$ cat src/rtl/sar_seq_pkg.sv
package sar_seq_pkg;
    typedef enum logic [1:0] {
        ST_IDLE,
        ST_SAMPLE,
        ST_CONVERT,
        ST_FINISH
    } sar_state_e;
endpackage

$ cat src/rtl/sar_seq_fsm.sv
module sar_seq_fsm
    import sar_seq_pkg::*;
#(
    parameter int BITS_MAX     = 12,
    parameter int SAMPLE_TICKS = 5,
    localparam int IDX_W       = $clog2(BITS_MAX),
    localparam int CNT_W       = $clog2(SAMPLE_TICKS + 1)
) (
    input  logic             clk,
    input  logic             rst_n,
    input  logic             start,
    input  logic [1:0]       res_sel,
    input  logic             align_left,
    output logic             busy,
    output logic             load,
    output logic             decide,
    output logic             last,
    output logic             done,
    output logic             eosmp,
    output logic             eoc,
    output logic [IDX_W-1:0] idx,
    output logic [IDX_W-1:0] lsb,
    output logic             left
);
    sar_state_e       state_q, state_d;
    logic [CNT_W-1:0] cnt_q, cnt_d;
    logic [IDX_W-1:0] idx_q, idx_d, lsb_q, lsb_d;
    logic             phase_q, phase_d, left_q, left_d;
    logic             eosmp_q, eoc_q;

    // state register
    always_ff @(posedge clk or negedge rst_n) begin
        if (!rst_n) begin
            state_q <= ST_IDLE;
            cnt_q   <= '0;
            idx_q   <= '0;
            lsb_q   <= '0;
            phase_q <= 1'b0;
            left_q  <= 1'b0;
            eosmp_q <= 1'b0;
            eoc_q   <= 1'b0;
        end else begin
            state_q <= state_d;
            cnt_q   <= cnt_d;
            idx_q   <= idx_d;
            lsb_q   <= lsb_d;
            phase_q <= phase_d;
            left_q  <= left_d;
            eosmp_q <= load;
            eoc_q   <= done;
        end
    end

    // next-state logic
    always_comb begin
        state_d = state_q;
        cnt_d   = cnt_q;
        idx_d   = idx_q;
        lsb_d   = lsb_q;
        phase_d = phase_q;
        left_d  = left_q;
        unique case (state_q)
            ST_IDLE: begin
                if (start) begin
                    state_d = ST_SAMPLE;
                    cnt_d   = CNT_W'(SAMPLE_TICKS - 1);
                    lsb_d   = IDX_W'({res_sel, 1'b0});
                    left_d  = align_left;
                end
            end
            ST_SAMPLE: begin
                if (cnt_q == '0) begin
                    state_d = ST_CONVERT;
                    idx_d   = IDX_W'(BITS_MAX - 1);
                    phase_d = 1'b0;
                end else begin
                    cnt_d = cnt_q - 1'b1;
                end
            end
            ST_CONVERT: begin
                phase_d = ~phase_q;
                if (phase_q) begin
                    if (idx_q == lsb_q) state_d = ST_FINISH;
                    else                idx_d   = idx_q - 1'b1;
                end
            end
            ST_FINISH: state_d = ST_IDLE;
            default:   state_d = ST_IDLE;
        endcase
    end

    // outputs
    always_comb begin
        busy   = (state_q != ST_IDLE);
        load   = (state_q == ST_SAMPLE) && (cnt_q == '0);
        decide = (state_q == ST_CONVERT) && phase_q;
        last   = (idx_q == lsb_q);
        done   = (state_q == ST_FINISH);
        eosmp  = eosmp_q;
        eoc    = eoc_q;
        idx    = idx_q;
        lsb    = lsb_q;
        left   = left_q;
    end

    assert_cfg_stable_R10: assert property (@(posedge clk) disable iff (!rst_n)
        (busy && start) |=> ($stable(lsb_q) && $stable(left_q)));
endmodule

$ cat src/rtl/sar_approx_reg.sv
module sar_approx_reg #(
    parameter int BITS_MAX = 12,
    localparam int IDX_W   = $clog2(BITS_MAX)
) (
    input  logic                clk,
    input  logic                rst_n,
    input  logic                load,
    input  logic                decide,
    input  logic                last,
    input  logic [IDX_W-1:0]    idx,
    input  logic [IDX_W-1:0]    lsb,
    input  logic                cmp_above,
    output logic [BITS_MAX-1:0] code
);
    logic [BITS_MAX-1:0] code_q, code_d;

    always_ff @(posedge clk or negedge rst_n) begin
        if (!rst_n) code_q <= '0;
        else        code_q <= code_d;
    end

    always_comb begin
        code_d = code_q;
        if (load) begin
            code_d = '0;
            code_d[BITS_MAX-1] = 1'b1;
        end else if (decide) begin
            if (cmp_above) code_d[idx] = 1'b0;
            if (!last)     code_d[idx - 1'b1] = 1'b1;
        end
    end

    assign code = code_q;

    assert_low_bits_zero_R7: assert property (@(posedge clk) disable iff (!rst_n)
        decide |-> ((code_q & ((BITS_MAX'(1) << lsb) - BITS_MAX'(1))) == '0));
endmodule

$ cat src/rtl/sar_result_fmt.sv
module sar_result_fmt #(
    parameter int BITS_MAX = 12,
    parameter int OUT_W    = 16,
    localparam int IDX_W   = $clog2(BITS_MAX),
    localparam int PAD_W   = OUT_W - BITS_MAX
) (
    input  logic                clk,
    input  logic                rst_n,
    input  logic                done,
    input  logic                left,
    input  logic [IDX_W-1:0]    lsb,
    input  logic [BITS_MAX-1:0] code,
    output logic [OUT_W-1:0]    result
);
    logic [OUT_W-1:0] result_q, fmt;

    always_comb begin
        if (left) fmt = OUT_W'(code) << PAD_W;
        else      fmt = OUT_W'(code >> lsb);
    end

    always_ff @(posedge clk or negedge rst_n) begin
        if (!rst_n)    result_q <= '0;
        else if (done) result_q <= fmt;
    end

    assign result = result_q;
endmodule

$ cat src/rtl/sar_sequencer.sv
module sar_sequencer #(
    parameter int BITS_MAX     = 12,
    parameter int OUT_W        = 16,
    parameter int SAMPLE_TICKS = 5,
    localparam int IDX_W       = $clog2(BITS_MAX),
    localparam int LAT_W       = $clog2(SAMPLE_TICKS + 2 * BITS_MAX + 2) + 1
) (
    input  logic                clk,
    input  logic                rst_n,
    input  logic                start,
    input  logic [1:0]          res_sel,
    input  logic                align_left,
    input  logic                cmp_above,
    output logic [BITS_MAX-1:0] trial_code,
    output logic                busy,
    output logic                eosmp,
    output logic                eoc,
    output logic [OUT_W-1:0]    result
);
    logic             load, decide, last, done, left;
    logic [IDX_W-1:0] idx, lsb;

    sar_seq_fsm #(.BITS_MAX(BITS_MAX), .SAMPLE_TICKS(SAMPLE_TICKS)) u_fsm (
        .clk(clk), .rst_n(rst_n), .start(start), .res_sel(res_sel),
        .align_left(align_left), .busy(busy), .load(load), .decide(decide),
        .last(last), .done(done), .eosmp(eosmp), .eoc(eoc), .idx(idx),
        .lsb(lsb), .left(left)
    );

    sar_approx_reg #(.BITS_MAX(BITS_MAX)) u_approx (
        .clk(clk), .rst_n(rst_n), .load(load), .decide(decide), .last(last),
        .idx(idx), .lsb(lsb), .cmp_above(cmp_above), .code(trial_code)
    );

    sar_result_fmt #(.BITS_MAX(BITS_MAX), .OUT_W(OUT_W)) u_fmt (
        .clk(clk), .rst_n(rst_n), .done(done), .left(left), .lsb(lsb),
        .code(trial_code), .result(result)
    );

    // latency window counter for the R6 check
    logic [LAT_W-1:0] lat_q;
    always_ff @(posedge clk or negedge rst_n) begin
        if (!rst_n)              lat_q <= '0;
        else if (!busy && start) lat_q <= '0;
        else if (busy)           lat_q <= lat_q + 1'b1;
    end

    assert_latency_R6: assert property (@(posedge clk) disable iff (!rst_n)
        eoc |-> (lat_q == LAT_W'(SAMPLE_TICKS + 1 + 2 * (BITS_MAX - int'(lsb)))));
    assert_eoc_idle_R6: assert property (@(posedge clk) disable iff (!rst_n)
        eoc |-> !busy);
    assert_first_trial_R4: assert property (@(posedge clk) disable iff (!rst_n)
        eosmp |-> (trial_code == (BITS_MAX'(1) << (BITS_MAX - 1))));
    assert_left_nibble_R9: assert property (@(posedge clk) disable iff (!rst_n)
        (eoc && left) |-> (result[OUT_W-BITS_MAX-1:0] == '0));
endmodule

$ cat config.mk
export PLATFORM = sky130hd
export DESIGN_NAME = sar_sequencer
export DESIGN_NICKNAME = d
export VERILOG_FILES = /design/src/rtl/sar_seq_pkg.sv /design/src/rtl/sar_seq_fsm.sv /design/src/rtl/sar_approx_reg.sv /design/src/rtl/sar_result_fmt.sv /design/src/rtl/sar_sequencer.sv
export SDC_FILE = /design/constraint.sdc
export NUM_CORES = 1
export LEC_CHECK = 0
export ABC_AREA = 1
export BUFFER_PORTS_ARGS = -buffer_cell sky130_fd_sc_hd__buf_2
export CORE_ASPECT_RATIO = 0.9
export CORE_MARGIN = 4
export CORE_UTILIZATION = 40
export DETAILED_ROUTE_END_ITERATION = 7
export MAX_ROUTING_LAYER = met4
export PLACE_DENSITY_LB_ADDON = 0.08
export SYNTH_ARGS = -nofsm -noshare
export SYNTH_HDL_FRONTEND = slang
export SYNTH_HIERARCHICAL = 1
export SYNTH_SLANG_ARGS = --single-unit
$ cat constraint.sdc
create_clock -name clk -period 1.8 [get_ports clk]
set_input_delay 0.09 -clock clk [delete_from_list [all_inputs] [get_ports clk]]
set_output_delay 0.09 -clock clk [all_outputs]
set_load 0.02 [all_outputs]
==> results list, run 1 <==
* Final worst setup slack: 0.156 ns
- Number of optimization iterations in the first detailed-route pass: 5
- Clock latency on the worst-skew pair, taken at its later pin, is 0.31 ns.
* Clk pin slew, worst setup/hold paths: 0.10 ns
- Fraction of power spent switching nets: 52.1%
- In this run, the clock network consumes ~11% of the power.
- Switching component of the power: 3050 uW
* Number of enable-type register cells in the synthesized netlist: 0
* Number of pins with negative max-slew slack in the final report: 0
- Dividing total power by cell area gives a power density of around 1900 nW/um2.
- Fin Hold WS: 0.0239 ns
- The die covers 8300 um2.
- Derived from the worst setup path, the maximum achievable clock frequency is 0.608 GHz.
- Setup repair after global routing left no endpoint under its margin.
- The path class of the tightest hold or removal check is primary input to flop.
- The library cell used most frequently in the layout, excluding fill and tap cells, is sky130_fd_sc_hd__nand2_1.
* Slew margin rel.: between 60% and 70%
* Initial antenna violation count: 0
* Final ANT Viol Nets: 0
* Commonest cells after routing, fill and taps aside: sky130_fd_sc_hd__nand2_1 (141), sky130_fd_sc_hd__nand3_1 (44), sky130_fd_sc_hd__dfrtp_1 (43)
- In the final design database the tool counted 455 nets.
* Fraction of registers with async set/reset: 100%
- For this run, design rule violations remaining after detail routing come to 0.
* Syn avg cell area: 6.91 um2
- Synth Instances: 400
- During I/O placement, the number of pins put on the boundary was 38.
* Arrival time reported for the critical path endpoint: 1.84 ns
- For the worst setup path, the data required time is 1.99 ns.
- For the pin with the worst max-slew slack, the measured transition is 0.572 ns.
- Count of port buffers added during placement: 37
* Synth Warn #: 6
- Routed wirelength normalized by instance count: 13.4 um
- The wire-length estimate of the detail-placed layout is approximately 5200 um.
* Buffers from clock root to sink, at most: 2
* Final setup viols: 0
* Vertical extent of the die: 86.8 um
* Max VDD drop: around 0.76 mV
* First DRT Iteration DRCs: around 160
- Period utilization: about nine tenths
- Buffers inserted during clock tree synthesis total 5.
- The setup path with the least slack is of type flop to flop.
- At the placement stage, the worst setup path has a slack of 0.166 ns.
* Status: complete, no violations
- Flop and latch count out of synthesis: 43
* Utilization after layout: 46.9%
- TritonCTS built the clock tree.
- Slowest stage cell, crit path: sky130_fd_sc_hd__dfrtp_1
- Number of clock sinks seen by CTS: 43
- Number of unique standard cell types used by synthesis: 28
* Cell internal pwr: 2810 uW
- On the final layout, the worst clock skew is 0.0114 ns.
- Crit-path max cell delay: 0.37 ns
* Area growth from synthesis to layout: 13.0%
- The synthesized design spends more area on one cell type than any other, namely sky130_fd_sc_hd__dfrtp_1.
* Wirelength, routed: between 7000 and 8000 um
* Wire length of the first global-routing pass: 12200 um
- Leakage power of the design: 0.00168 uW
- Total grt overflow: 0
* Ranking of synthesized cells by area: sky130_fd_sc_hd__dfrtp_1 (39%), sky130_fd_sc_hd__nand2_1 (19%), sky130_fd_sc_hd__nand3_1 (8.0%)
* Chip Width: 95.6 um
- The share of total power dissipated in combinational logic is 55.9%.
* Max-capacitance violation count: 0
- 0 antenna diodes ended up in the layout.
- Clock tree synthesis selected as its root buffer the cell sky130_fd_sc_hd__clkbuf_8.
- Site Rows: 28
- Entering global routing, the biggest net connects 44 pins.
- Traced cell by cell, the critical path runs through inv_1, ha_1, ha_1, inv_1, nand2_1, o21ai_1, inv_1, nand3_2, nand2_1, nand2_1.
* Via count of the first global-routing pass: about 2500
- Share of power burned in registers: 32.8%
- After detailed routing, the number of vias per cell comes to 4.95.
- After filler insertion, the fill cell instance count of the layout stands at 713.
- Sum Neg Setup Slack: 0 ns
* Area share of the leading cell type in the synthesized netlist: 38.9%
- Final Hold Fails: 0
- In the final layout, the share of cells above drive strength 1 is 18.4%.
- Placeable core region: roughly 6700 um2
* Kind of start point of the critical path: flop
- Along the worst path, the maximum fanout reaches 5.
- Commonest register cell after synthesis: sky130_fd_sc_hd__dfrtp_1
- Crit path time final: 1.64 ns
* RePlAce Congestion: 0.839
* Tot Pwr: 5860 uW
- H-Tree Depth: 2
- Global-route usage over all layers: 19.3%
- The share of the Yosys chip area taken by registers is 38.9%.
- Summing every instance area after synthesis gives around 2800 um2.
- The routed layout has 2628 vias.
* Worst Setup End Kind: flop
* Starting density of the core: 41.5%
-- per-stage QoR --
stage          instances  cell area, um2
4_1_cts              531            3120
5_1_grt              531            3120
2_1_floorplan        401            2770
3_3_place_gp         522            3020
6_report             531            3120
3_5_place_dp         522            3020
-- cells by family (layout without fill, tap and decap cells) --
kind of cell,after synthesis,after routing,share of synthesized area (%)
AND/OR/NAND/NOR,249,249,38.5
AO/OA/AOI/OAI,36,36,7.52
other,1,2,0.136
multiplexers,2,2,0.815
flip-flops,43,43,38.9
buffers and inverters,61,101,10.5
adder cells (fa/ha/maj),8,8,3.62
-- power by group through the flow --
stage	registers [uW]	clock network, uW	logic [uW]
2_1_floorplan	2130	0	2140
3_3_place_gp	1940	0	3220
3_5_place_dp	1950	0	3240
4_1_cts	1930	692	3260
5_1_grt	2000	738	3720
6_report	1920	662	3270
-- metal layers --
metal	up-vias	routed length [um]	global-route usage [%]
li1	1337	-	-
met1	1205	3660	29.4
met2	78	2940	26.5
met3	8	458	3.04
met4	0	67	4.65
met5	-	0	-
-- timing repair --
action	CTS	global route
endpoints found under the hold margin	43	0
buffers inserted	0	0
hold buffers	1	0
resized for setup	0	1
setup endpoints to repair	0	10
-- flip-flops by register name, summed over array words and instances (netlist names) --
signal / flops
u_approx/code: 12
u_fsm/left: 1
u_fsm/eoc: 1
u_fmt/result: 16
u_fsm/cnt_q: 3
u_fsm/eosmp: 1
u_fsm/phase_q: 1
u_fsm/state_q: 2
u_fsm/lsb: 2
u_fsm/idx: 4
-- Yosys cell counts, types with 4 or more instances --
master,number
sky130_fd_sc_hd__buf_4,4
sky130_fd_sc_hd__nand3_1,44
sky130_fd_sc_hd__inv_2,5
sky130_fd_sc_hd__dfrtp_1,43
sky130_fd_sc_hd__nand4_1,8
sky130_fd_sc_hd__buf_6,4
sky130_fd_sc_hd__nand3_2,4
sky130_fd_sc_hd__ha_1,8
sky130_fd_sc_hd__nand2_1,141
sky130_fd_sc_hd__inv_1,41
sky130_fd_sc_hd__nor2_1,42
sky130_fd_sc_hd__a21oi_2,4
sky130_fd_sc_hd__nand2_2,5
sky130_fd_sc_hd__buf_2,4
sky130_fd_sc_hd__a21oi_1,22
-- cell type report --
| cell class | count | area, um2 | area share [%] |
|---|---|---|---|
| Sequential cell | 43 | 1080 | 34.5 |
| Inverter | 46 | 173 | 5.53 |
| Tap cell | 90 | 113 | 3.61 |
| Multi-Input combinational cell | 297 | 1400 | 44.9 |
| Timing Repair Buffer | 47 | 263 | 8.42 |
| Clock inverter | 3 | 26.3 | 0.842 |
| Clock buffer | 5 | 68.8 | 2.21 |
-- path summary, 6_finish.rpt --
kind                            cells past startpoint               end  slack (ns)             from
min in group asynchronous                           3  u_fsm/state_q[0]        0.38            rst_n
worst min-delay path                                2      u_fsm/lsb[1]        0.02       res_sel[0]
max in group asynchronous                           3  u_approx/code[0]        1.01            rst_n
worst max register to register                     10      u_fsm/idx[3]        0.16   u_fsm/cnt_q[0]
worst max-delay path                               10      u_fsm/idx[3]        0.16   u_fsm/cnt_q[0]
worst min register to register                      2   u_fmt/result[2]        0.48  u_fmt/result[2]
-- worst max-delay path, delay by kind of cell (launching register included) --
| kind | cells | cell delay [ns] |
|---|---|---|
| and+or+nand+nor | 4 | 0.37 |
| buffers and inverters | 3 | 0.30 |
| DFF | 1 | 0.37 |
| adders and majority gates | 2 | 0.35 |
| AOI/OAI and AO/OA | 1 | 0.14 |
(Power assumes the default switching activity.)
==> run 2: changes to the inputs <==
--- a/config.mk
+++ b/config.mk
@@ -15,5 +15,4 @@
 export PLACE_DENSITY_LB_ADDON = 0.08
 export SYNTH_ARGS = -nofsm -noshare
 export SYNTH_HDL_FRONTEND = slang
-export SYNTH_HIERARCHICAL = 1
 export SYNTH_SLANG_ARGS = --single-unit
==> results list, run 2 <==
- Status: complete, no violations
- Placeable core region: 5760 um2 (-13%)
- The number of global-route vias before repair was 2033 (-17%).
- Leaving out fill and tap cells, the most frequent cell in the layout is sky130_fd_sc_hd__nand2_1.
- Standard cell area after detailed placement: 2710 um2 (-10%)
- The highest net fanout along the worst path was 10 (+5).
- Crit path from: u_fsm.state_q[0]
- Worst Setup End Kind: flop
- Register-to-Register Path Depth: 8 (-2)
- Period utilization: 88.8% (-2.5 points)
- The worst IR drop on VDD came to 0.733 mV (-3.0%).
- The boundary pin count is 38 (unchanged).
- The power density over the cells came to 1790 nW/um2 (-4.4%).
- Proportion of synthesized chip area in sequential cells: 44.4% (+5.5 points)
* Net count reported at finish: 359 (-21%)
- The y dimension of the die was 81.8 um (-5.8%).
- CTS root buf: sky130_fd_sc_hd__clkbuf_8
* First DRT Iteration DRCs: 127 (-19%)
- The first-pass GRT wire length came to 10200 um (-16%).
- The die span in x was 90.0 um (-5.9%).
* Site Rows: 26 (-7.1%)
* Worst endpoint required time: 2.01 ns (+0.02 ns)
- Setup repair after global routing left no endpoint under its margin.
* Global-route usage over all layers: 18.1% (-1.2 points)
* Ranking of synthesized cells by area: sky130_fd_sc_hd__dfrtp_1 (44%), sky130_fd_sc_hd__nand2_1 (13%), sky130_fd_sc_hd__ha_1 (5.2%)
- Final Hold Fails: 0 (unchanged)
- The depth of the CTS H-tree came to 2 (unchanged).
- RePlAce Congestion: 0.839 (about the same)
- Crit path time final: 1.60 ns (-0.0445 ns)
- Fin Hold WS: 0.0127 ns (-0.0112 ns)
- The effective utilization at floorplan is 42.0% (+0.54 points).
- The number of sinks driven by the clock tree was 43 (unchanged).
- TritonCTS clock tree: built
- The diode insertion count for antenna repair was 0 (unchanged).
* Synth Instances: 295 (-26%)
* Arrival time reported for the critical path endpoint: 1.81 ns (-0.03 ns)
* Max Clk Rate: 0.625 GHz (+2.8%)
* Crit path to: u_approx.code[6]
* Register-to-register setup slack: 0.20 ns (+0.04 ns)
- Wirelength, routed: 6120 um (-14%)
- The count of TritonRoute iterations in the first routing pass is 4 (-1).
- The per-cell routed wire length is 14.9 um (+11%).
* Worst Setup Path Type: flop to flop
- The most common cell in the synthesized netlist is sky130_fd_sc_hd__nand2_1.
* Commonest cells after routing, fill and taps aside: sky130_fd_sc_hd__nand2_1 (81), sky130_fd_sc_hd__dfrtp_1 (43), sky130_fd_sc_hd__buf_2 (37)
* Number of pins with negative max-slew slack in the final report: 0 (unchanged)
- The biggest area contributor in the post-synthesis netlist is sky130_fd_sc_hd__dfrtp_1.
- The netlist area before placement was 2420 um2 (-12%).
- Number of enable-type register cells in the synthesized netlist: 0 (unchanged)
* Number of vias after detailed routing: 2120 (-19%)
* Fraction of registers with async set/reset: 100% (unchanged)
- Clock buffers created by TritonCTS: 5 (unchanged)
- The min-delay analysis places its worst path in the category primary input to flop.
- Max-capacitance violation count: 0 (unchanged)
- Top cells by count, synth: sky130_fd_sc_hd__nand2_1 (81), sky130_fd_sc_hd__dfrtp_1 (43), sky130_fd_sc_hd__inv_1 (27)
* Slew margin rel.: 71.5% (+9.6 points)
* Dpl hpwl: 4680 um (-9.9%)
- Clk pin slew, worst setup/hold paths: 0.08 ns (-0.02 ns)
- Relative to the synthesized area, the layout overhead comes to 16.4%.
* End of the worst register-to-register path: u_approx.code[6]
- The number of buffers added on ports is 37 (unchanged).
- Filler cells: 575 (-19%)
- The synthesized area divided by synthesized cell count came to 8.21 um2 (+19%).
- The worst setup path is launched from a flop.
- The setup TNS after final layout came to 0 ns (unchanged).
- The pin count of the biggest net entering global routing came to 19 (-57%).
- Placed Cells: 403 (-23%)
- Post-Synthesis Net Count: 312
- The final worst clock skew is 0.0105 ns (-0.000932 ns).
- The number of antenna violations at the first check in global routing was 0 (unchanged).
* Transition time at the pin with the least slew margin: 0.427 ns (-0.145 ns)
- Number of post-CTS setup repair buffers: 0 (unchanged)
- Overall die area: 7360 um2 (-11%)
- The area of all placed cells without fillers is 2820 um2 (-9.7%).
* Number of unique standard cell types used by synthesis: 34 (+21%)
- The leakage power was 0.00142 uW (-16%).
* Flop and latch count out of synthesis: 43 (unchanged)
- The insertion delay to the later sink of the worst-skew pair came to 0.30 ns (about the same).
- Commonest register cell after synthesis: sky130_fd_sc_hd__dfrtp_1
- Detailed-route vias per instance: 5.15 (+4.0%)
- Final ANT Viol Nets: 0 (unchanged)
- Final setup viols: 0 (unchanged)
- Synth Warn #: 0 (-6)
* Buffers from clock root to sink, at most: 2 (unchanged)
* DRC Markers: 0 (unchanged)
- The share of the synthesized area in the top cell type came to 44.4% (+5.5 points).
* Fraction of layout instances using a drive strength above 1: 23.7% (+5.3 points)
- Total grt overflow: 0 (unchanged)
- The flip-flop count of the largest register, all copies and words added came to 16 (unchanged).
* Non-filler cells, final: 412 (-22%)
* Source of the worst register-to-register timing path: u_fsm.state_q[0]
-- run 2: changes by cell type after synthesis, moves of 4 or more --
cell and change:
sky130_fd_sc_hd__a21oi_1 -17, sky130_fd_sc_hd__buf_4 -4, sky130_fd_sc_hd__inv_1 -14, sky130_fd_sc_hd__nand2_1 -60, sky130_fd_sc_hd__nand3_1 -22, sky130_fd_sc_hd__nor2_1 -28, sky130_fd_sc_hd__o211ai_1 +13, sky130_fd_sc_hd__o21ai_0 +22
-- run 2: metrics by stage --
stage / util, % / setup WS, ns / power [uW]
6_report: 49.0 / 0.201 / 5060
4_1_cts: 48.9 / 0.0981 / 5100
5_1_grt: 49.0 / 0.0611 / 5530
3_5_place_dp: 47.0 / 0.141 / 4450
2_1_floorplan: - / 0.371 / 3620
3_3_place_gp: 47.0 / 0.138 / 4450
-- run 2: how the worst min path moves through the flow --
stage	to	slack [ns]	cells past startpoint	start
floorplan	u_approx.code[0]	-0.21	0	rst_n
global placement	u_fsm.cnt_q[1]	0.06	1	rst_n
detailed placement	u_fsm.cnt_q[1]	0.05	1	rst_n
CTS	u_fsm.lsb[2]	0.006	3	res_sel[1]
global route	u_fsm.lsb[2]	0.02	3	res_sel[1]
finish	u_fsm.lsb[2]	0.01	3	res_sel[1]
-- run 2: layout make-up --
cell class	instances	area [um2]	area share (%)
inverters	36	148	5.24
multi-input cells	209	1150	41.0
clock buffers	6	82.6	2.93
repair buffers	47	265	9.41
clock inverters	1	5.00	0.178
well taps	70	87.6	3.11
flip-flops and latches	43	1080	38.2
-- run 2: report_power, final --
group          internal (uW)  switching, uW
Sequential              1360            391
Clock                    302            335
Combinational            897           1770
-- run 2: per-layer routing --
| layer | wire (um) | GRT usage [%] | vias to the layer above |
|---|---|---|---|
| met1 | 3170 | 25.3 | 971 |
| met4 | 118 | 7.34 | 0 |
| met2 | 2560 | 26.0 | 56 |
| met3 | 276 | 3.39 | 14 |
| li1 | - | - | 1079 |
| met5 | 0 | - | - |
-- run 2: logic make-up after synthesis --
family,count (synthesis),synth area share (%)
AO/OA/AOI/OAI,57,14.4
XOR/XNOR,2,1.03
adder cells (fa/ha/maj),10,5.17
buffers and inverters,43,7.96
flip-flops,43,44.4
AND/OR/NAND/NOR,140,27.0
-- run 2: what timing repair did --
action | in CTS | in global routing
endpoints found under the hold margin | 17 | 0
gates resized for setup | 0 | 1
endpoints found under the setup margin | 0 | 6
hold buffers | 2 | 0
-- run 2: critical path, stage by stage, from the launching register on --
cell                       delay, ns
sky130_fd_sc_hd__dfrtp_1        0.42
sky130_fd_sc_hd__inv_1          0.13
sky130_fd_sc_hd__ha_2           0.29
sky130_fd_sc_hd__nand2_2        0.10
sky130_fd_sc_hd__clkinv_4       0.11
sky130_fd_sc_hd__nand2_4        0.07
sky130_fd_sc_hd__clkinv_4       0.07
sky130_fd_sc_hd__nand4_2        0.15
sky130_fd_sc_hd__o21ai_1        0.19
==> run 3: changes to the inputs <==
--- a/config.mk
+++ b/config.mk
@@ -12,7 +12,7 @@
 export CORE_UTILIZATION = 40
 export DETAILED_ROUTE_END_ITERATION = 7
 export MAX_ROUTING_LAYER = met4
-export PLACE_DENSITY_LB_ADDON = 0.08
+export PLACE_DENSITY_LB_ADDON = 0.25
 export SYNTH_ARGS = -nofsm -noshare
 export SYNTH_HDL_FRONTEND = slang
 export SYNTH_SLANG_ARGS = --single-unit
==> results list, run 3 (same netlist as run 2, synthesis figures left out) <==
- Kind of start point of the critical path: flop
- Global-route usage over all layers: 17.3% (-0.86 points)
- H-Tree Depth: 2 (unchanged)
- Class of the tightest hold or removal check: primary input to flop
- Area growth from synthesis to layout: 16.6%
- The count of buffering cells on the critical path with inverters included came to 2 (-1).
- Routed wirelength normalized by instance count: 14.2 um (-4.7%)
* Max VDD drop: 0.552 mV (-25%)
- The setup path with the least slack is of type flop to flop.
* Utilization after layout: 49.0% (+0.087 points)
- The first-pass GRT wire length was 9920 um (-2.8%).
- Clk pin slew, worst setup/hold paths: 0.09 ns (about the same)
- The floorplan die area is 7360 um2 (unchanged).
* Setup Skew: 0.00823 ns (-0.00229 ns)
- The number of maximum-capacitance violations is 0 (unchanged).
- Clock buffers created by TritonCTS: 5 (unchanged)
- Crit-path max cell delay: 0.41 ns (about the same)
- Fraction of layout instances using a drive strength above 1: 23.9% (+0.22 points)
- The normalized max-slew margin was 64.6% (-6.9 points).
- Power per cell area: 1790 nW/um2 (-0.42%)
* Flip-flop count of the largest register after layout: 16 (unchanged)
* Worst Setup End Kind: flop
- Number of clock sinks seen by CTS: 43 (unchanged)
- The final-report setup violation count was 0 (unchanged).
- CTS root buf: sky130_fd_sc_hd__clkbuf_8
- The setup TNS after final layout was 0 ns (unchanged).
* Arrival time reported for the critical path endpoint: 1.75 ns (-0.06 ns)
- Number of optimization iterations in the first detailed-route pass: 4 (unchanged)
- Final ANT Viol Nets: 0 (unchanged)
- The most critical setup path has its startpoint at u_fsm.state_q[0].
- Leading cell type in the layout, fill and taps excluded: sky130_fd_sc_hd__nand2_1
- The maximum number of buffers from clock root to sink is 2 (unchanged).
- Crit path to: u_approx.code[5]
- Later-pin clock latency in the skew report: 0.30 ns (about the same)
- Chip Width: 90.0 um (unchanged)
* Count of port buffers added during placement: 37 (unchanged)
- Number of pins with negative max-slew slack in the final report: 0 (unchanged)
* IO Count: 38 (unchanged)
- Pre-CTS setup slack: 0.167 ns (+0.0260 ns)
- The flow ran to the end, and the final reports show no timing, DRC or antenna violations.
- Leakage power of the design: 0.00141 uW (-0.45%)
* Crit-path leading delay family: flip-flops
- Period utilization: 86.9% (-1.9 points)
- DRC Markers: 0 (unchanged)
- The number of nets in the layout came to 359 (unchanged).
- The number of stages on the worst setup path was 7 (-1).
- Crit path time final: 1.56 ns (-0.0343 ns)
* Register-to-Register Path Depth: 7 (-1)
- The count of buffers added by post-CTS timing repair for setup came to 0 (unchanged).
* CP Max Fanout: 10 (unchanged)
- The slew at the pin closest to its max-slew limit came to 0.530 ns (+0.103 ns).
- The number of fill cells came to 557 (-3.1%).
- Wirelength, routed: 5850 um (-4.4%)
* Commonest cells after routing, fill and taps aside: sky130_fd_sc_hd__nand2_1 (81), sky130_fd_sc_hd__dfrtp_1 (43), sky130_fd_sc_hd__buf_2 (37)
- Setup repair after global routing missed its margin: no
- Final worst setup slack: 0.235 ns (+0.0343 ns)
- Final Hold Fails: 0 (unchanged)
* Number of vias after detailed routing: 2094 (-1.2%)
* Register-to-register setup slack: 0.24 ns (+0.03 ns)
- Max Clk Rate: 0.639 GHz (+2.2%)
* Source of the worst register-to-register timing path: u_fsm.state_q[0]
- Placeable core region: 5760 um2 (unchanged)
- The diode insertion count for antenna repair was 0 (unchanged).
* Slowest stage cell, crit path: sky130_fd_sc_hd__dfrtp_1
* Initial antenna violation count: 0 (unchanged)
- First DRT Iteration DRCs: 86 (-32%)
- The number of placement rows was 26 (unchanged).
- TritonCTS built the clock tree.
- The worst register-to-register path ends at u_approx.code[5].
- The critical path data required time was 1.98 ns (-0.03 ns).
- Walking the worst path, the cells encountered are inv_1, ha_2, nand2_2, clkinv_4, nand3_2, o211ai_1, o21ai_1.
- The last weighted congestion value of the routability-driven placer came to 0.852 (+1.5%).
- The final global-route overflow total came to 0 (unchanged).
- Starting density of the core: 42.0% (unchanged)
- The post-DP HPWL came to 4510 um (-3.6%).
- Vertical extent of the die: 81.8 um (unchanged)
- The number of global-route vias before repair was 2057 (+1.2%).
- Detailed-route vias per instance: 5.07 (-1.5%)
- Hold_sp: res_sel[0]
* Largest net degree at the start of global routing: 17 (-2)
-- run 3: changes by cell type in the layout (fill, tap and decap cells not counted) --
cell                         before  now
sky130_fd_sc_hd__clkinvlp_4       0    2
sky130_fd_sc_hd__clkbuf_8         6    5
sky130_fd_sc_hd__inv_6            0    1
sky130_fd_sc_hd__clkinv_2         1    0
-- run 3: report_power, final --
part	internal [uW]	switching (uW)	leakage (uW)
logic	895	1750	0.000816
registers	1360	396	0.000555
clock network	278	366	0.0000408
-- run 3: worst min path at each step --
stage / end / depth (start not counted)
after floorplan: u_approx.code[0] / 0
after CTS: u_fsm.lsb[1] / 3
after global placement: u_fsm.left / 1
after global routing: u_fsm.lsb[2] / 3
after detailed placement: u_fsm.left / 1
final: u_fsm.lsb[1] / 3
-- run 3: layout make-up --
type / count / area [um2] / share of cell area [%]
Multi-Input combinational cell: 209 / 1150 / 40.9
Clock inverter: 3 / 23.8 / 0.842
Inverter: 36 / 148 / 5.23
Tap cell: 70 / 87.6 / 3.10
Timing Repair Buffer: 47 / 265 / 9.39
Clock buffer: 5 / 68.8 / 2.44
Sequential cell: 43 / 1080 / 38.1
-- run 3: layer usage --
layer,track usage (%),vias up,wire length [um]
li1,-,1066,-
met1,21.3,964,2770
met2,29.3,58,2760
met3,3.57,6,252
met4,4.74,0,68
met5,-,-,0
-- run 3: worst register-to-register path: stages, from the launching register on --
cell	delay, ns
sky130_fd_sc_hd__dfrtp_1	0.41
sky130_fd_sc_hd__inv_1	0.12
sky130_fd_sc_hd__ha_2	0.28
sky130_fd_sc_hd__nand2_2	0.11
sky130_fd_sc_hd__clkinv_4	0.12
sky130_fd_sc_hd__nand3_2	0.11
sky130_fd_sc_hd__o211ai_1	0.20
sky130_fd_sc_hd__o21ai_1	0.09
-- run 3: metrics by stage --
step / hold WS, ns / power (uW) / std cells / instance area, um2
5_1_grt: 0.0154 / 5480 / 413 / 2820
4_1_cts: 0.00940 / 5080 / 413 / 2820
2_1_floorplan: -0.206 / 3620 / 295 / 2420
3_5_place_dp: 0.0255 / 4420 / 403 / 2710
6_report: 0.0143 / 5050 / 413 / 2820
3_3_place_gp: 0.0189 / 4390 / 403 / 2710
-- run 3: what timing repair did --
action	CTS	global route
resized for setup	0	1
hold endpoints to repair	14	0
setup endpoints to repair	0	2
hold buffers	2	0
